`config.mk`:
```
export PLATFORM = sky130hd
export DESIGN_NAME = sar_conv_seq
export DESIGN_NICKNAME = d
export VERILOG_FILES = /design/src/rtl/sar_conv_seq.sv
export SDC_FILE = /design/constraint.sdc
export NUM_CORES = 1
export LEC_CHECK = 0
export ABC_AREA = 1
export CAP_MARGIN = 20
export CORE_ASPECT_RATIO = 1.1
export CORE_MARGIN = 2
export CORE_UTILIZATION = 40
export DETAILED_ROUTE_END_ITERATION = 10
export GPL_TIMING_DRIVEN = 0
export SKIP_CTS_REPAIR_TIMING = 1
export SYNTH_ARGS = -nofsm -noshare
export SYNTH_HDL_FRONTEND = slang
export SYNTH_SLANG_ARGS = --single-unit
```
`constraint.sdc`:
```
create_clock -name clk -period 2.26 [get_ports clk]
set_input_delay 0.452 -clock clk [delete_from_list [all_inputs] [get_ports clk]]
set_output_delay 0.452 -clock clk [all_outputs]
set_load 0.01 [all_outputs]
```
`src/rtl/sar_conv_seq.sv`:
```
`timescale 1ns/1ps
module sar_conv_seq #(
  parameter int DATA_W      = 8,
  parameter int SETTLE_CLKS = 350,
  parameter int CMP_DELAY   = 2
) (
  input  logic              clk,
  input  logic              rst_n,
  input  logic              start_i,
  input  logic [1:0]        rate_i,
  input  logic [1:0]        phase_i,
  input  logic              cmp_i,
  output logic [DATA_W-1:0] dac_o,
  output logic              hold_o,
  output logic [DATA_W-1:0] result_o,
  output logic              done_o
);
  localparam int MAXC = (SETTLE_CLKS > CMP_DELAY + 1) ? SETTLE_CLKS : CMP_DELAY + 1;
  localparam int CW   = $clog2(MAXC + 1);
  localparam int BW   = (DATA_W > 1) ? $clog2(DATA_W) : 1;

  typedef enum logic [1:0] {S_IDLE, S_ALIGN, S_SETTLE, S_TRIAL} st_t;

  st_t               st;
  logic [1:0]        exp_q, rate_q;
  logic [CW-1:0]     cnt;
  logic [BW-1:0]     bit_q;
  logic [DATA_W-1:0] code_q, res_q, decided;
  logic              done_q;

  wire last_settle = (cnt == CW'(SETTLE_CLKS - 1));
  wire decide      = (cnt == CW'(CMP_DELAY));

  always_comb begin
    decided        = code_q;
    decided[bit_q] = cmp_i;
    if (bit_q != '0) decided[bit_q - 1'b1] = 1'b1;
  end

  always_ff @(posedge clk) begin
    if (!rst_n) begin
      st     <= S_IDLE;
      exp_q  <= '0;
      rate_q <= '0;
      cnt    <= '0;
      bit_q  <= '0;
      code_q <= '0;
      res_q  <= '0;
      done_q <= 1'b0;
    end else begin
      done_q <= 1'b0;
      case (st)
        S_IDLE: if (start_i) begin
          st     <= S_ALIGN;
          rate_q <= rate_i;
        end
        S_ALIGN: if (phase_i == exp_q) begin
          exp_q <= exp_q + rate_q;
          st    <= S_SETTLE;
          cnt   <= '0;
        end
        S_SETTLE: if (last_settle) begin
          st     <= S_TRIAL;
          cnt    <= '0;
          code_q <= DATA_W'(1) << (DATA_W - 1);
          bit_q  <= BW'(DATA_W - 1);
        end else begin
          cnt <= cnt + 1'b1;
        end
        S_TRIAL: if (decide) begin
          code_q <= decided;
          cnt    <= '0;
          if (bit_q == '0) begin
            st     <= S_IDLE;
            res_q  <= decided;
            done_q <= 1'b1;
          end else begin
            bit_q <= bit_q - 1'b1;
          end
        end else begin
          cnt <= cnt + 1'b1;
        end
        default: st <= S_IDLE;
      endcase
    end
  end

  assign dac_o    = code_q;
  assign hold_o   = (st == S_TRIAL);
  assign result_o = res_q;
  assign done_o   = done_q;
endmodule


```
======== After elaboration in Yosys (flattened, before gate mapping) ========
Cells that the tools add are included.
storage, ports and cells
  output and inout port bits .............. 18
  logic and storage cells ................. 67
  bits in registers ....................... 35
  bits of input ports ..................... 8
cells by class
  bitwise logic cells ..................... 1
  $lt $le $gt $ge ......................... 4
  add/sub/neg operators ................... 3
  equal/unequal tests ..................... 12
  muxes and demuxes ....................... 24
  reductions and logical operators ........ 15
operator list
  operator                                                                             number
  9-bit two-way mux                                                                    3
  9-bit one-hot mux with 3 select lines                                                1
  8-bit two-way mux                                                                    3
  8-bit one-hot mux with 2 select lines                                                1
  2-bit two-way mux                                                                    5
  9-bit by 1-bit adder with 9-bit output, second input constant                        1
  9-bit by 2-bit == test with 1-bit output, second input constant                      1
  9-bit == test, second input constant                                                 1
  3-bit two-way mux                                                                    3
  3-bit AND reduction                                                                  3
  8-bit bitwise mux                                                                    1
  3-bit by 4-bit < comparator with 1-bit output, second input constant                 2
  2-bit inequality test, second input constant                                         4
  8-bit bitwise OR                                                                     1
  2-bit one-hot mux with 4 select lines                                                1
  1-bit demux with 3-bit select                                                        2
  3-bit by 1-bit greater-or-equal comparator with 1-bit output, second input constant  2
  3-bit one-hot mux with 2 select lines                                                1
  2-bit AND reduction                                                                  3
  3-bit nonzero test                                                                   2
  5-bit AND reduction                                                                  1
  2-bit == test, second input constant                                                 2
  2-bit by 1-bit inequality test with 1-bit output, second input constant              2
  4-bit AND reduction                                                                  1
  other kinds (9)                                                                      12

======== Logic depth before layout (Yosys ltp) ========
Gate-level depths: netlist (run 1).
  depth in word-level cells ............... 9
  gate-level depth with buffers ........... 11
  depth with buffers taken out ............ 11

======== Least setup slack after synthesis (run 1) ========
OpenSTA, ideal clock, no wires.
  path kind ............................... register to register
  start ................................... register st[0]
  end ..................................... register bit_q[1]
  stages on the path, launching flop included .. 9
  path buffers ............................ 1
  path slack .............................. 786 ps
  arrival ................................. 1361 ps
  clock period less this slack ............ 1474 ps
  data required time ...................... 2147 ps
  library setup time ...................... 113 ps
  path through ............................ dfxtp_1 > ha_1 > buf_2 > or2_1 > nand2_1 > nand3b_4 > nand2_1 > nand2_1 > nor2_1
between the ends
  word-level cells in the longest chain between the ends .. 3
  elaborated cells on any way between the ends .. 8
  classes of those cells .................. 5 x eq/ne; 1 x mux; 2 x reduce/logical
RTL lines
  what                                                     line  RTL
  start: declaration                                       24    st_t st;
  start signal: assignment                                 42    st <= S_IDLE;
  start signal: assignment                                 54    st <= S_ALIGN;
  start signal: assignment                                 59    st <= S_SETTLE;
  2-bit == test (*)                                        n/a
  net hold_o                                               14    output logic hold_o,
  2-bit inequality test (no line) (tied with other cells)  n/a
  4-bit AND reduction (no line)                            n/a
  end signal: assignment                                   66    bit_q <= BW'(DATA_W - 1);
  end signal: assignment                                   78    bit_q <= bit_q - 1'b1;
  end: declaration                                         27    logic [BW-1:0] bit_q;
The timed path passes the listed nets; every way through them passes the cells marked *.
A chain may end at the register's enable or synchronous reset.

======== Final worst setup path (run 1) ========
  start ................................... register st[0]
  end ..................................... output port hold_o
between the ends
  word-level cells in the longest chain between the ends .. 1
RTL lines
  what              line  RTL
  2-bit == test     89    assign hold_o = (st == S_TRIAL);
  end: declaration  14
Every way passes these cells.

==> impl_results.md, run 1 <==
- Outcome: finished clean
- Starting density of the core: about two fifths
- WS Path Type: flop to output port
- Sequential power share: roughly 28%
- Critical path fanouts, max: 4
- CTS Sinks: 35
- Area Overhead vs Synth: 22.1%
- H-tree level count: 2
- Row Count: 28
- Pre-antenna DRT Iters: 4
- Net Sw Frac: between 40% and 50%
- Max Cap Violations: 0
- WL final: about 4.6 mm
- Max Freq: around 540 MHz
- Final RePlAce weighted congestion: between 0.8 and 0.9
- Post-route DRC: 0
- Routed len/inst: 10.8 um
- CTS Buffer Depth: 2
- Fraction of layout cells with a size suffix above 1: a little under an eighth
- Fin crit share: 81.8%
- Slew margin rel.: 67.9%
- Design Power: between 0.002 and 0.003 W
- Leak: 1.07 nW
- Flops & latches, synth: 35
- PortBufs: 25
- CP max stage cell: clkdlybuf4s50_1
- Final hold vios: 0
- Gr ovfl total: 0
- First-pass GRT wire length: a little over 8 mm
- Sequential share of the synthesized area: 32.5%
- Clk pwr share: approximately 25%
- Area fraction of the dominant cell type after synthesis: about 33%
- Power Dens Cells: about 1000 nW/um^2
- CTS tree: done
- Crit end category: output port
- Fin. max-slew vios: 0
- Total CTS buffers: 5
- # IOs: 26
- Post-synth top area cell: dfxtp_1
- Syn_nets: around 340
- Switch Pwr: around 0.0012 W
- Clk_lat worst skew: approximately 290 ps
- Synthesized area per cell: 6.78 sq um
- Distinct cell type count after synthesis: 33
- Height of the die: between 80 and 90 um
- # diodes: 0
- Crit path time final: ~1800 ps
- Vias/cell: roughly 4.5
- Critical Path Source Type: flop
- Fin Setup TNS: 0 ps
- Clk root buf: clkbuf_8
- Core ar.: 5290 sq um
- Synth Warn #: 0
- Max stage delay on crit path: approximately 530 ps
- Final setup violation count: 0
- Fin Clk Skew: 4.74 ps
- Cell Chain, Critical Path: ha_1 -> clkdlybuf4s50_1
- Critical Path AT: 1400 ps
- Peak supply drop: between 400 and 500 uV
- Die area: approximately 6000 sq um
- Min-delay worst type: flop to flop
- Worst slew pin tran: around 480 ps
- Drt initial violations: 77
- RSZ-0062 raised after global routing: false
- Post-DP HPWL: 3.52 mm
- Largest net degree at the start of global routing: 12
- Post-Syn Instances: 318
- Required @ worst endpoint: around 1800 ps
- Internal power consumption: around 0.0016 W
- Clock transition at path regs: about 70 ps
- Antenna Nets Post-Route: 0
- Die Wd: roughly 74 um
- Total Nets Final: roughly 370
- All-layer global routing usage: approximately 18%
- Synth area leaders: dfxtp_1 (33%), nand2_1 (16%), nor2_1 (8.7%)
- Initial antenna violation count: 0
- Comb pwr share: a little under half
- Vias: around 1900
- Number of global-route vias before repair: roughly 1800
- Synthesized area: 2150 sq um
-- cell families after synthesis --
family | Yosys count | share of synthesized area [%]
compound gates | 42 | 10.6
buf+inv | 44 | 9.17
xor+xnor | 3 | 1.22
flops | 35 | 32.5
fa+ha+maj | 11 | 6.39
simple gates | 183 | 40.1
-- state kept, by name, summed over array words and instances (netlist names) --
| register | count |
|---|---|
| cnt | 9 |
| result_o | 8 |
| bit_q | 3 |
| done_o | 1 |
| st | 2 |
| rate_q | 2 |
| exp_q | 2 |
| dac_o | 8 |
-- cell usage in the layout, fill, tap and decap left out, types with 2 or more instances in the layout --
cell type and n:
bufinv_16 2, dfxtp_1 35, clkbuf_8 5, clkdlybuf4s50_1 25, o21ai_0 20, nand2_4 3
nand3_1 15, nand3_4 2, nor2_4 3, a21oi_1 14, nor2_2 3, clkbuf_1 2
xnor2_1 2, ha_1 11, nand2_2 6, inv_2 6, nand2_1 92, buf_2 2
nor3_1 2, nand3b_1 2, inv_1 29, buf_6 3, o21ai_1 5, nor2_1 50
-- cells in the mapped netlist (all sizes together) --
master / instances
buf: 5
dfxtp: 35
nand2: 102
inv: 36
a21oi: 15
ha: 11
nor3: 2
nand3: 17
or2: 1
xor2: 1
a22oi: 1
xnor2: 2
o21ai: 26
nand4: 1
nand3b: 3
clkinv: 2
nor2: 57
clkbuf: 1
-- metrics by stage --
stage / utilization (%) / area (sq um) / cells / hold WS (ps) / setup WS, ps
CTS: 49.7 / 2630 / 426 / 491 / 388
global placement: 47.2 / 2500 / 418 / 472 / 111
detailed placement: 47.2 / 2500 / 418 / 477 / 94.0
finish: 49.7 / 2630 / 426 / 485 / 412
global route: 49.7 / 2630 / 426 / 526 / 270
floorplan: - / 2150 / 318 / 457 / 786
-- worst max-delay path: cells and delay by family (launching register included) --
family | cells | cell delay [ps]
adder cells (fa/ha/maj) | 1 | 180
buffers and inverters | 1 | 530
flip-flops | 1 | 390
-- per-layer routing --
| metal | part of all wire [%] | track usage [%] |
|---|---|---|
| met1 | 46 | 21.6 |
| met2 | 50 | 30.0 |
| met3 | 2.8 | 3.72 |
| met4 | 1.7 | 6.55 |
| met5 | 0 | 0 |
-- area by class of cell --
class	count	area, sq um
Clock inverter	2	60.1
Tap cell	75	93.8
Inverter	38	150
Clock buffer	6	72.6
Timing Repair Buffer	25	250
Buffer	6	47.5
Multi-Input combinational cell	239	1260
Sequential cell	35	701
Fill cell	549	2660
-- power by group through the flow --
stage	Combinational, W	Clock, W	Sequential [W]
final	0.00132	0.000680	0.000765
after global routing	0.00151	0.000728	0.000777
after global placement	0.00132	0	0.000780
after detailed placement	0.00134	0	0.000781
after floorplan	0.00107	0	0.000764
after CTS	0.00134	0.000707	0.000767
-- worst paths after layout --
kind	depth (start not counted)	from	to	slack [ps]
setup / recovery	2	st[0]$_SDFFE_PN0P_	hold_o	410
hold / removal	2	dac_o[6]$_SDFFE_PN0P_	dac_o[6]$_SDFFE_PN0P_	490
setup reg to reg	8	bit_q[0]$_SDFFE_PN0P_	dac_o[7]$_SDFFE_PN0P_	530
hold reg to reg	2	dac_o[6]$_SDFFE_PN0P_	dac_o[6]$_SDFFE_PN0P_	490
Note: power is estimated with default switching activity, not from simulation.
==> inputs of run 2 (changes only) <==
Clock period 2.26 ns to 1.7 ns, I/O delays scaled along.
==> run 2 against run 1 <==
Effect of this change:
- worst hold slack hardly changed
- clock-buffer cell count stayed put
- utilization is 0.64 points higher
- clock power is 33% higher
- largest power group unchanged
- die area stayed put
- register-to-register slack worse by 370 ps
- via count is 1.4% higher
- clock skew is 1.3 ps higher
- critical path type unchanged
- power is 34% higher
- first-iteration DRC count is 2.6% lower
- critical path depth is 1 lower
==> impl_results.md, run 2 (synthesis results as in run 1) <==
- Outcome: finished clean
- Area Overhead vs Synth: 23.7%
- Required @ worst endpoint: between 1000 and 1500 ps
- Clk root buf: clkbuf_8
- Critical Path AT: 1250 ps
- RR Startpoint: bit_q[0]$_SDFFE_PN0P_
- WHS Endpoint: dac_o[6]$_SDFFE_PN0P_
- Drt initial violations: 75
- CTS Sinks: 35
- Crit end category: output port
- Critical Path Source Type: flop
- Power Dens Cells: 1390 nW/um^2
- Largest net degree at the start of global routing: 12
- Hold slack: just under 500 ps
- R2R Setup Slk: about 160 ps
- First-pass GRT wire length: approximately 8 mm
- Vias: approximately 2000
- Worst hold stages: 2
- CTS tree: done
- Max Freq: 630 MHz
- Max stage delay on crit path: 560 ps
- # diodes: 0
- Clock transition at path regs: roughly 80 ps
- Initial antenna violation count: 0
- Worst path bufs/invs: 1
- Largest register FFs: 9
- Starting density of the core: between 40% and 50%
- Final hold vios: 0
- All-layer global routing usage: between 10% and 20%
- Fin crit share: between 90% and 100%
- R2R depth: 8
- Antenna Nets Post-Route: 0
- PortBufs: 25
- Peak supply drop: 631 uV
- Die area: around 6000 sq um
- CP max stage cell: clkdlybuf4s50_1
- Fill count: between 500 and 600
- Crit path time final: 1590 ps
- Busiest grt layer: met2
- Vias/cell: 4.55
- Core ar.: around 5300 sq um
- # IOs: 26
- Top reg by flops: cnt
- Most common cell after layout, fill and taps aside: nand2_1
- Row Count: 28
- Slew margin rel.: 76.8%
- Total CTS buffers: 5
- Routed len/inst: about 11 um
- CTS Buffer Depth: 2
- Met1 Usage GRT: a little over a fifth
- Min-delay worst type: flop to flop
- Commonest cells after routing, fill and taps aside: nand2_1 (92), nor2_1 (50), dfxtp_1 (32)
- Post-route DRC: 0
- H-tree level count: 2
- GRT met3 Usage: approximately 3.7%
- WS Path Type: flop to output port
- Leak: ~1.1 nW
- Max Cap Violations: 0
- RR Endpoint: dac_o[7]$_SDFFE_PN0P_
- Gr ovfl total: 0
- Setup ws final: 114 ps
- Worst slew pin tran: about 350 ps
- Fin Clk Skew: ~6.1 ps
- Fin. max-slew vios: 0
- WL final: 4.66 mm
- GR Util met2: 30.0%
- Pre-antenna DRT Iters: 4
- Height of the die: roughly 81 um
- Final RePlAce weighted congestion: a little over 0.8
- Crit path max-delay family: buffers and inverters
- Critical path fanouts, max: 3
- Cell Chain, Critical Path: clkdlybuf4s50_1
- Number of global-route vias before repair: 1795
- Fraction of layout cells with a size suffix above 1: around 14%
- Final setup violation count: 0
- Clk_lat worst skew: a little under 300 ps
- Hold Crit Start: dac_o[6]$_SDFFE_PN0P_
- Post-placement setup slack: -354 ps
- Die Wd: 74.0 um
- Post-DP HPWL: between 3 and 4 mm
- Total Nets Final: roughly 370
-- run 2: worst max path at each step --
stage | startpoint | endpoint | slack (ps) | cells past startpoint
after floorplan | st[0]$_SDFFE_PN0P_ | bit_q[1]$_SDFFE_PN0P_ | 230 | 8
after global placement | rst_n | dac_o[5]$_SDFFE_PN0P_ | -340 | 4
after detailed placement | rst_n | dac_o[1]$_SDFFE_PN0P_ | -350 | 4
after CTS | st[0]$_SDFFE_PN0P_ | hold_o | -60 | 2
after global routing | bit_q[0]$_SDFFE_PN0P_ | dac_o[7]$_SDFFE_PN0P_ | -1 | 8
final | dac_o[1]$_SDFFE_PN0P_ | dac_o[1] | 110 | 1
-- run 2: metrics by stage --
| stage | util (%) | total power [W] | TNS, ps | area [sq um] | std cells |
|---|---|---|---|---|---|
| 2_1_floorplan | - | 0.00244 | 0 | 2150 | 318 |
| 3_3_place_gp | 47.2 | 0.00279 | -3400 | 2500 | 418 |
| 3_5_place_dp | 47.2 | 0.00281 | -3700 | 2500 | 418 |
| 4_1_cts | 49.7 | 0.00374 | -371 | 2630 | 426 |
| 5_1_grt | 50.4 | 0.00405 | -1.15 | 2670 | 428 |
| 6_report | 50.4 | 0.00371 | 0 | 2670 | 428 |
-- run 2: metal layers --
layer  vias up  wire length, um
met5         -                0
met4         0               78
met2        31             2290
li1       1058                -
met1       853             2140
met3         6              155
-- run 2: final cells by class --
cell class	count	area (sq um)	share of cell area, %
clock inverters	2	60.1	2.25
well taps	75	93.8	3.52
flip-flops and latches	35	704	26.4
repair buffers	27	268	10.0
multi-input cells	239	1260	47.4
clock buffers	6	72.6	2.72
inverters	38	154	5.77
plain buffers	6	48.8	1.83
-- run 2: power by group --
part / leakage (nW) / switching (W) / internal, W
registers: 0.285 / 0.000102 / 0.000925
clock network: 0.0654 / 0.000316 / 0.000586
logic: 0.757 / 0.00113 / 0.000651
-- run 2: worst min-delay path, stage by stage, from the launching register on --
cell     delay, ps
dfxtp_1        320
nand2_1         60
a21oi_1         60
==> inputs of run 3 (changes only) <==
Settings changed: CTS_BUF_LIST from default to sky130_fd_sc_hd__clkbuf_8.
==> run 3 against run 2 <==
Effect of this change:
- clock-buffer cell count is 1 lower
- cell count stayed put
- clock skew hardly changed
- largest cell class unchanged
- largest power group unchanged
- highest routed layer unchanged
==> impl_results.md, run 3 (synthesis results as in run 1) <==
- Antenna Nets Post-Route: 0
- Fin Setup TNS: 0 ps
- Fin. max-slew vios: 0
- Worst slew pin tran: between 300 and 400 ps
- GR Util met2: 30.0%
- H-tree level count: 2
- Crit path time final: about 1600 ps
- Final setup violation count: 0
- Fill count: 545
- Outcome: finished clean
- Leak: 1.11 nW
- Total Nets Final: ~370
- Max stage delay on crit path: around 560 ps
- Core ar.: roughly 5300 sq um
- Post-DP HPWL: 3.52 mm
- Net Sw Frac: a little over two fifths
- Largest register FFs: 9
- Routed len/inst: roughly 11 um
- Cell Chain, Critical Path: clkdlybuf4s50_1
- Switch Pwr: ~0.0015 W
- Crit end category: output port
- Most common cell after layout, fill and taps aside: nand2_1
- Pre-antenna DRT Iters: 4
- Clk_lat worst skew: 290 ps
- Reg area: slightly above 700 sq um
- Power Dens Cells: around 1400 nW/um^2
- Largest net degree at the start of global routing: 12
- Area Overhead vs Synth: 23.7%
- Critical Path AT: approximately 1300 ps
- Total CTS buffers: 5
- Crit path max-delay family: buffers and inverters
- Internal power consumption: about 0.0022 W
- Commonest cells after routing, fill and taps aside: nand2_1 (92), nor2_1 (50), dfxtp_1 (32)
- Die area: about 6000 sq um
- GRT met3 Usage: approximately 3.7%
- # diodes: 0
- Row Count: 28
- Post-placement setup slack: -354 ps
- Max Cap Violations: 0
- Comb pwr share: between 40% and 50%
- Fraction of layout cells with a size suffix above 1: 14.4%
- Fin Clk Skew: approximately 6.2 ps
- Vias: about 1900
- Slew margin rel.: 76.8%
- Critical Path Source Type: flop
- Final RePlAce weighted congestion: 0.812
- Height of the die: between 80 and 90 um
- Fin cells: 428
- Met1 Usage GRT: between 20% and 30%
- Area of the multi-input gates: between 1000 and 1500 sq um
- Gr ovfl total: 0
- CTS tree: done
- First-pass GRT wire length: a little over 8 mm
- Sequential power share: roughly 28%
- Vias/cell: between 4 and 5
- CTS Sinks: 35
- Fin crit share: ~93%
- Max Freq: between 600 and 700 MHz
- Number of global-route vias before repair: approximately 1800
- Top reg by flops: cnt
- # IOs: 26
- Starting density of the core: 40.7%
- Post-route DRC: 0
- PortBufs: 25
- Clk pwr share: around a quarter
- Critical path fanouts, max: 3
- Design Power: 0.00370 W
- Peak supply drop: ~630 uV
- Busiest grt layer: met2
- Clock transition at path regs: 80 ps
- WS Path Type: flop to output port
- Setup ws final: between 100 and 150 ps
- Drt initial violations: 75
- Required @ worst endpoint: around 1400 ps
- Cells after DPL: 418
- Min-delay worst type: flop to flop
- Die Wd: 74.0 um
- All-layer global routing usage: approximately 18%
- CTS Buffer Depth: 2
- Final hold vios: 0
- CP max stage cell: clkdlybuf4s50_1
- Initial antenna violation count: 0
- Clk root buf: clkbuf_8
- WL final: 4.66 mm
- Worst path bufs/invs: 1
==> run 3: cell types whose count changed in the layout (fill, tap and decap cells not counted), sizes merged <==
cell and change:
clkbuf -1, inv +1
==> run 3: area by class of cell <==
cell class | count | share of cell area [%]
timing repair buffer | 27 | 10.0
tap | 75 | 3.52
multi-input combinational | 239 | 47.4
sequential | 35 | 26.4
buffer | 6 | 1.83
inverter | 38 | 5.77
clock buffer | 5 | 2.58
clock inverter | 3 | 2.39
==> run 3: power by group through the flow <==
stage               clock network (W)  logic, W  registers [W]
global placement                    0   0.00176        0.00104
floorplan                           0   0.00142        0.00102
CTS                          0.000934   0.00178        0.00102
detailed placement                  0   0.00177        0.00104
global route                 0.000963   0.00204        0.00104
finish                       0.000897   0.00178        0.00103
==> run 3: worst paths after layout <==
kind | startpoint | end | slack (ps) | depth (start not counted)
worst min register to register | dac_o[6]$_SDFFE_PN0P_ | dac_o[6]$_SDFFE_PN0P_ | 490 | 2
worst max-delay path | dac_o[1]$_SDFFE_PN0P_ | dac_o[1] | 110 | 1
worst min-delay path | dac_o[6]$_SDFFE_PN0P_ | dac_o[6]$_SDFFE_PN0P_ | 490 | 2
worst max register to register | bit_q[0]$_SDFFE_PN0P_ | dac_o[7]$_SDFFE_PN0P_ | 160 | 8
==> run 3: per-stage QoR <==
stage	util, %	area, sq um	hold slack (ps)
global placement	47.2	2500	472
detailed placement	47.2	2500	477
floorplan	-	2150	457
CTS	49.7	2630	491
finish	50.4	2670	485
global route	50.4	2670	526
==> run 3: routing by layer <==
metal	vias up	wire length, um
met5	-	0
met4	0	78
met3	6	152
met2	29	2290
met1	850	2140
li1	1058	-
